**config.mk**
```make
export PLATFORM = sky130hd
export DESIGN_NAME = ckratio_sync_mon
export DESIGN_NICKNAME = d
export VERILOG_FILES = /design/src/rtl/ckrs_pkg.sv /design/src/rtl/frame_period_meter.sv /design/src/rtl/ratio_classifier.sv /design/src/rtl/sync_lock_fsm.sv /design/src/rtl/rate_enable_gen.sv /design/src/rtl/ckratio_sync_mon.sv
export SDC_FILE = /design/constraint.sdc
export NUM_CORES = 1
export LEC_CHECK = 0
export ABC_CLOCK_PERIOD_IN_PS = 5200
export BUFFER_PORTS_ARGS = -buffer_cell sky130_fd_sc_hd__buf_2
export CAP_MARGIN = 10
export CORE_MARGIN = 5
export CORE_UTILIZATION = 45
export DETAILED_ROUTE_END_ITERATION = 10
export MAX_ROUTING_LAYER = met4
export PLACE_DENSITY = 0.63
export SKIP_CTS_REPAIR_TIMING = 1
export SLEW_MARGIN = 20
export SYNTH_ARGS = -nofsm -noshare
export SYNTH_HDL_FRONTEND = slang
export SYNTH_SLANG_ARGS = --single-unit
```
**constraint.sdc**
```tcl
create_clock -name clk -period 5.2 [get_ports clk]
set_input_delay 0.78 -clock clk [delete_from_list [all_inputs] [get_ports clk]]
set_output_delay 0.78 -clock clk [all_outputs]
set_load 0.01 [all_outputs]
```
**src/rtl/ckrs_pkg.sv**
```systemverilog
package ckrs_pkg;

   localparam int NUM_RATES = 4;
   localparam int FAST_DIV  = 128;

   typedef enum logic [1:0] {
      ST_HUNT   = 2'd0,
      ST_SETTLE = 2'd1,
      ST_RUN    = 2'd2
   } sync_st_e;

   // system clocks per sample for each ratio code
   function automatic int rate_nominal(input logic [1:0] code);
      case (code)
         2'd0:    return 256;
         2'd1:    return 384;
         2'd2:    return 512;
         default: return 768;
      endcase
   endfunction

   // codes legal when a frame carries 48 bit clocks
   function automatic logic rate_ok48(input logic [1:0] code);
      return (code == 2'd1) || (code == 2'd3);
   endfunction

   // allowed drift in system clocks: bit-clock limit times clocks per bit clock
   function automatic int drift_limit(input logic [1:0] code, input logic bck48,
                                      input int l64, input int l48);
      case (code)
         2'd0:    return bck48 ? (l48 * 256) / 48 : (l64 * 256) / 64;
         2'd1:    return bck48 ? (l48 * 384) / 48 : (l64 * 384) / 64;
         2'd2:    return bck48 ? (l48 * 512) / 48 : (l64 * 512) / 64;
         default: return bck48 ? (l48 * 768) / 48 : (l64 * 768) / 64;
      endcase
   endfunction

endpackage

```
**src/rtl/frame_period_meter.sv**
```systemverilog
module frame_period_meter #(
   parameter int CNT_W = 11
) (
   input  logic             clk,
   input  logic             rst_n,
   input  logic             frame_i,
   output logic             edge_o,
   output logic [CNT_W-1:0] cnt_o
);
   localparam logic [CNT_W-1:0] CNT_MAX = '1;

   logic             fr_q;
   logic [CNT_W-1:0] cnt_q;

   assign edge_o = frame_i & ~fr_q;
   assign cnt_o  = cnt_q;

   always_ff @(posedge clk) begin
      if (!rst_n) begin
         fr_q  <= 1'b0;
         cnt_q <= '0;
      end else begin
         fr_q <= frame_i;
         if (edge_o)
            cnt_q <= CNT_W'(1);
         else if (cnt_q != CNT_MAX)
            cnt_q <= cnt_q + CNT_W'(1);
      end
   end
endmodule

```
**src/rtl/ratio_classifier.sv**
```systemverilog
module ratio_classifier
   import ckrs_pkg::*;
#(
   parameter int CNT_W = 11,
   parameter int TOL   = 2
) (
   input  logic [CNT_W-1:0] period_i,
   input  logic             bck48_i,
   output logic             valid_o,
   output logic [1:0]       code_o
);
   logic [NUM_RATES-1:0] hit;

   for (genvar g = 0; g < NUM_RATES; g++) begin : g_win
      localparam int NOM = rate_nominal(2'(g));
      localparam logic [CNT_W-1:0] LO = CNT_W'(NOM - TOL);
      localparam logic [CNT_W-1:0] HI = CNT_W'(NOM + TOL);
      assign hit[g] = (period_i >= LO) && (period_i <= HI) &&
                      (!bck48_i || rate_ok48(2'(g)));
   end

   always_comb begin
      code_o = 2'd0;
      for (int i = 0; i < NUM_RATES; i++)
         if (hit[i]) code_o = 2'(i);
   end

   assign valid_o = |hit;
endmodule

```
**src/rtl/sync_lock_fsm.sv**
```systemverilog
module sync_lock_fsm
   import ckrs_pkg::*;
#(
   parameter int CNT_W         = 11,
   parameter int SETTLE_FRAMES = 32,
   parameter int LOSS64        = 6,
   parameter int LOSS48        = 5
) (
   input  logic             clk,
   input  logic             rst_n,
   input  logic             edge_i,
   input  logic [CNT_W-1:0] cnt_i,
   input  logic             cls_valid_i,
   input  logic [1:0]       cls_code_i,
   input  logic             bck48_i,
   output logic             locked_o,
   output logic             zero_o,
   output logic [1:0]       ratio_o
);
   localparam int SW = $clog2(SETTLE_FRAMES + 1);
   localparam logic [SW-1:0] SETTLE_LAST = SW'(SETTLE_FRAMES - 1);

   sync_st_e         st_q;
   logic             have_edge_q, match_q;
   logic [1:0]       cand_q, ratio_q;
   logic [SW-1:0]    settle_q;
   logic [CNT_W-1:0] nom, lim, hi, lo;
   logic             drift_bad;

   always_comb begin
      nom = CNT_W'(rate_nominal(ratio_q));
      lim = CNT_W'(drift_limit(ratio_q, bck48_i, LOSS64, LOSS48));
      hi  = nom + lim;
      lo  = nom - lim;
      drift_bad = (cnt_i > hi) || (edge_i && (cnt_i < lo));
   end

   always_ff @(posedge clk) begin
      if (!rst_n) begin
         st_q        <= ST_HUNT;
         have_edge_q <= 1'b0;
         match_q     <= 1'b0;
         cand_q      <= 2'd0;
         ratio_q     <= 2'd0;
         settle_q    <= '0;
      end else begin
         unique case (st_q)
            ST_HUNT: if (edge_i) begin
               if (!have_edge_q) begin
                  have_edge_q <= 1'b1;
                  match_q     <= 1'b0;
               end else if (cls_valid_i) begin
                  if (match_q && (cand_q == cls_code_i)) begin
                     st_q     <= ST_SETTLE;
                     ratio_q  <= cls_code_i;
                     settle_q <= '0;
                     match_q  <= 1'b0;
                  end else begin
                     cand_q  <= cls_code_i;
                     match_q <= 1'b1;
                  end
               end else begin
                  match_q <= 1'b0;
               end
            end
            ST_SETTLE, ST_RUN: begin
               if (drift_bad) begin
                  st_q    <= ST_HUNT;
                  match_q <= 1'b0;
               end else if (edge_i && (st_q == ST_SETTLE)) begin
                  if (settle_q == SETTLE_LAST) st_q <= ST_RUN;
                  else                         settle_q <= settle_q + SW'(1);
               end
            end
            default: st_q <= ST_HUNT;
         endcase
      end
   end

   assign locked_o = (st_q != ST_HUNT);
   assign zero_o   = (st_q != ST_RUN);
   assign ratio_o  = ratio_q;


   lock_needs_class_chk: assert property (@(posedge clk) disable iff (!rst_n)
      $rose(locked_o) |-> ($past(edge_i) && $past(cls_valid_i)));

   ratio_steady_chk: assert property (@(posedge clk) disable iff (!rst_n)
      (locked_o && $past(locked_o)) |-> $stable(ratio_o));

   release_on_edge_chk: assert property (@(posedge clk) disable iff (!rst_n)
      $fell(zero_o) |-> $past(edge_i));
endmodule

```
**src/rtl/rate_enable_gen.sv**
```systemverilog
module rate_enable_gen
   import ckrs_pkg::*;
#(
   parameter int DIV_W = 3
) (
   input  logic       clk,
   input  logic       rst_n,
   input  logic       locked_i,
   input  logic [1:0] ratio_i,
   input  logic       edge_i,
   output logic       en_fast_o,
   output logic       en_slow_o
);
   logic [DIV_W-1:0] div_q, div_last;
   logic             ph_q;

   assign div_last  = DIV_W'(rate_nominal(ratio_i) / FAST_DIV - 1);
   assign en_fast_o = locked_i && (div_q == div_last);
   assign en_slow_o = en_fast_o && ph_q;

   always_ff @(posedge clk) begin
      if (!rst_n) begin
         div_q <= '0;
         ph_q  <= 1'b0;
      end else if (!locked_i || edge_i) begin
         div_q <= '0;
         ph_q  <= 1'b0;
      end else if (div_q == div_last) begin
         div_q <= '0;
         ph_q  <= ~ph_q;
      end else begin
         div_q <= div_q + DIV_W'(1);
      end
   end
endmodule

```
**src/rtl/ckratio_sync_mon.sv**
```systemverilog
module ckratio_sync_mon #(
   parameter int CNT_W         = 11,
   parameter int TOL           = 2,
   parameter int SETTLE_FRAMES = 32,
   parameter int LOSS64        = 6,
   parameter int LOSS48        = 5
) (
   input  logic       clk,
   input  logic       rst_n,
   input  logic       frame_i,
   input  logic       bck48,
   output logic [1:0] ratio,
   output logic       locked,
   output logic       zero_force,
   output logic       en_128fs,
   output logic       en_64fs
);
   localparam int DIV_W = 3;

   if ((1 << CNT_W) <= 2 * 768) begin : g_bad_cnt_w
      $error("CNT_W too narrow for the largest ratio plus drift");
   end
   if (SETTLE_FRAMES < 1) begin : g_bad_settle
      $error("SETTLE_FRAMES must be at least 1");
   end
   if ((TOL < 0) || (TOL >= 64)) begin : g_bad_tol
      $error("TOL must keep ratio windows disjoint");
   end

   logic             fr_edge;
   logic [CNT_W-1:0] cnt;
   logic             cls_valid;
   logic [1:0]       cls_code;

   frame_period_meter #(.CNT_W(CNT_W)) meter_i (
      .clk(clk), .rst_n(rst_n), .frame_i(frame_i),
      .edge_o(fr_edge), .cnt_o(cnt));

   ratio_classifier #(.CNT_W(CNT_W), .TOL(TOL)) class_i (
      .period_i(cnt), .bck48_i(bck48),
      .valid_o(cls_valid), .code_o(cls_code));

   sync_lock_fsm #(.CNT_W(CNT_W), .SETTLE_FRAMES(SETTLE_FRAMES),
                   .LOSS64(LOSS64), .LOSS48(LOSS48)) fsm_i (
      .clk(clk), .rst_n(rst_n), .edge_i(fr_edge), .cnt_i(cnt),
      .cls_valid_i(cls_valid), .cls_code_i(cls_code), .bck48_i(bck48),
      .locked_o(locked), .zero_o(zero_force), .ratio_o(ratio));

   rate_enable_gen #(.DIV_W(DIV_W)) enab_i (
      .clk(clk), .rst_n(rst_n), .locked_i(locked), .ratio_i(ratio),
      .edge_i(fr_edge), .en_fast_o(en_128fs), .en_slow_o(en_64fs));


   slow_in_fast_chk: assert property (@(posedge clk) disable iff (!rst_n)
      en_64fs |-> en_128fs);

   enable_needs_lock_chk: assert property (@(posedge clk) disable iff (!rst_n)
      en_128fs |-> locked);
endmodule

```
==> flow_summary.ini <==
[worst_hold_path]
min_path_type = register to register

[layout]
fin_cells = 365
n_antenna_cell = 0
seqCellArea_um2 = 601
final_core_util_pct = 50.5
final_layout_size_suffix_gt1_share_pct = 9.15
multi_input_area_um2 = 1670
fill_cells = 527
finalInstanceArea_um2 = 2590
synthToLayoutAreaGrowth_pct = 7.58
nNetsFinal = 332

[timing]
maxSlewViolCount = 0
fin_crit_ps = 3430
setup_viol = 0
worstMarginPinSlew_ps = 503
slew_headroom_pct = 66.4
setup_tns_ps = 0
rsz0062_at_grt = no
fin_skew_ps = 3.24
finalWorstSetupSlack_ps = 1770
hold_violations = 0
layout_worst_path_cycle_share_pct = 65.9
max_freq_ghz = 0.292

[critical_path]
cp-end-kind = register
crit_arrival_ps = 3630
cp.required_ps = 5400
worst-setup-path-type = register to register
cp-start-kind = register
critPathMaxFanout = 9

[logic_synthesis]
synth_top_family_by_area = simple AND/OR/NAND/NOR gates
syn_area_um2 = 2410
synth_top_area_share_pct = 24.9
ys_seq_elements = 30
synth_async_sr_flop_share_pct = 0
synthTopCellsByArea = dfxtp_1 25%, ha_1 17%, xnor2_1 4.7%
synth_flop_cell = dfxtp_1
yosysWarningCount = 0
syn-num-nets = 328
syn_inst = 291
yosysUniqueCellTypes = 57
synth_xor_area_share_pct = 7.27
synth_fa_ha_area_share_pct = 17.5
synth-edff-count = 0
synth_top_area_cell = dfxtp_1
synthSimpleGateAreaFrac_pct = 22.9
synth_mux_area_share_pct = 1.25
synth_common_cells = 33 x ha_1, 30 x dfxtp_1, 29 x nor2_1
synth_area_per_cell_um2 = 8.29
synth.most_common_cell = ha_1
synth_seq_area_share_pct = 24.9
synth_compound_area_share_pct = 20.2

[floorplan]
io_pins = 10
die_h_um = 83.2
rows = 26
start_util_pct = 46.9
coreArea_um2 = 5140
die_w_um = 83.2
die_area_um2 = 6920

[placed_design]
hpwlAfterDp_um = 3920
gp_congestion = 0.853
port_buffers = 9
place_area_um2 = 2480
place_ws_ps = 1640
dp_cells = 358

[detailed_routing]
vias = 2018
drc_errors = 0
vias_per_cell = 5.53
totalWireLength_um = 5160
ant_nets = 0
dr.first_iter.drc_count = 108
wl_per_cell_um = 14.1
firstDrtPassIters = 4

[grt]
grt_util_met1_pct = 21.0
grt_pass1_vias = 1898
grt_busiest_layer = met2
grt_max_degree = 14
antenna_found_initial = 0
grt_usage_pct = 16.1
grt_pass1_wl_um = 8940
gr-usage-met3_pct = 4.06
grtUsageMet2_pct = 24.6
grt-ovfl-total = 0

[power_and_ir_drop]
peakVddDrop_uv = 122
powerDensity_nw_per_um2 = 207
leakagePower_nw = 1.09

[clocking]
ctsHtreeMaxLevel = 2
cts_buffers = 5
root_buffer = clkbuf_8
cts_sinks = 30
clock_latency_ps = 290
clkTransAtPathRegs_ps = 60
cts_tree = yes
clk_path_buf_depth = 2

[outcome]
status = completed

[flow_run]
maxCapViolations = 0
==> state kept, by name, summed over array words and instances, names as in the netlist <==
register,count
fsm_i.cand_q,2
enab_i.ph_q,1
meter_i.fr_q,1
enab_i.div_q,3
fsm_i.have_edge_q,1
fsm_i.st_q,2
fsm_i.settle_q,6
fsm_i.ratio_o,2
fsm_i.match_q,1
meter_i.cnt_o,11
==> path summary, 6_finish.rpt <==
kind                                       from                        endpoint  slack [ps]  cells past startpoint
setup / recovery  fsm_i.ratio_o[0]$_SDFFE_PN0P_  fsm_i.settle_q[5]$_SDFFE_PN0P_        1770                     14
hold / removal     fsm_i.cand_q[0]$_SDFFE_PN0P_    fsm_i.cand_q[0]$_SDFFE_PN0P_         460                      2
setup reg to reg  fsm_i.ratio_o[0]$_SDFFE_PN0P_  fsm_i.settle_q[5]$_SDFFE_PN0P_        1770                     14
hold reg to reg    fsm_i.cand_q[0]$_SDFFE_PN0P_    fsm_i.cand_q[0]$_SDFFE_PN0P_         460                      2
==> cells by family after synthesis <==
kind of cell,count (synthesis)
buffers and inverters,32
multiplexers,3
XOR/XNOR,20
flip-flops,30
other,1
adder cells (fa/ha/maj),34
AND/OR/NAND/NOR,107
AO/OA/AOI/OAI,64
==> area by class of cell <==
type | instances | area share, %
multi-input combinational | 229 | 64.5
sequential | 30 | 23.2
tap | 70 | 3.38
clock buffer | 6 | 3.18
inverter | 20 | 2.89
timing repair buffer | 9 | 1.74
clock inverter | 1 | 1.16
==> cells in the final DEF (no fill, tap or decap), types with 9 or more instances in the layout <==
master   instances
nand4_1          9
inv_1           19
a21oi_1         13
nor2_1          29
nand2_1         17
nor3_1           9
xnor2_1         13
buf_2            9
ha_1            33
nand3_1         13
dfxtp_1         30
==> where the power goes <==
part	leakage, nW	internal (W)	switching [W]
clock	0.0573	0.000153	0.0000890
sequential	0.243	0.000233	0.00000624
combinational	0.791	0.0000206	0.0000334
total	1.09	0.000407	0.000129
==> metrics by stage <==
stage               hold WS (ps)  power [W]
detailed placement           460   0.000299
global route                 498   0.000564
finish                       464   0.000536
CTS                          469   0.000541
floorplan                    430   0.000286
global placement             457   0.000298
==> metal layers <==
metal  vias up  wire length (µm)
met5         -                 0
met4         0                73
met3         6               154
met2        20              2320
met1       938              2610
li1       1054                 -
==> worst max-delay path, cell delays in order, from the launching register on <==
cell and delay (ps):
dfxtp_1 450, inv_1 120, ha_1 360, nor4_1 310
nand2_1 80, nand2_1 70, ha_1 190, nor2_1 50
nor4b_1 280, o221ai_1 220, a211oi_1 260, a21boi_4 350
nand2_2 70, or3_1 330, o32ai_2 190
Note: power is estimated with default switching activity, not from simulation.
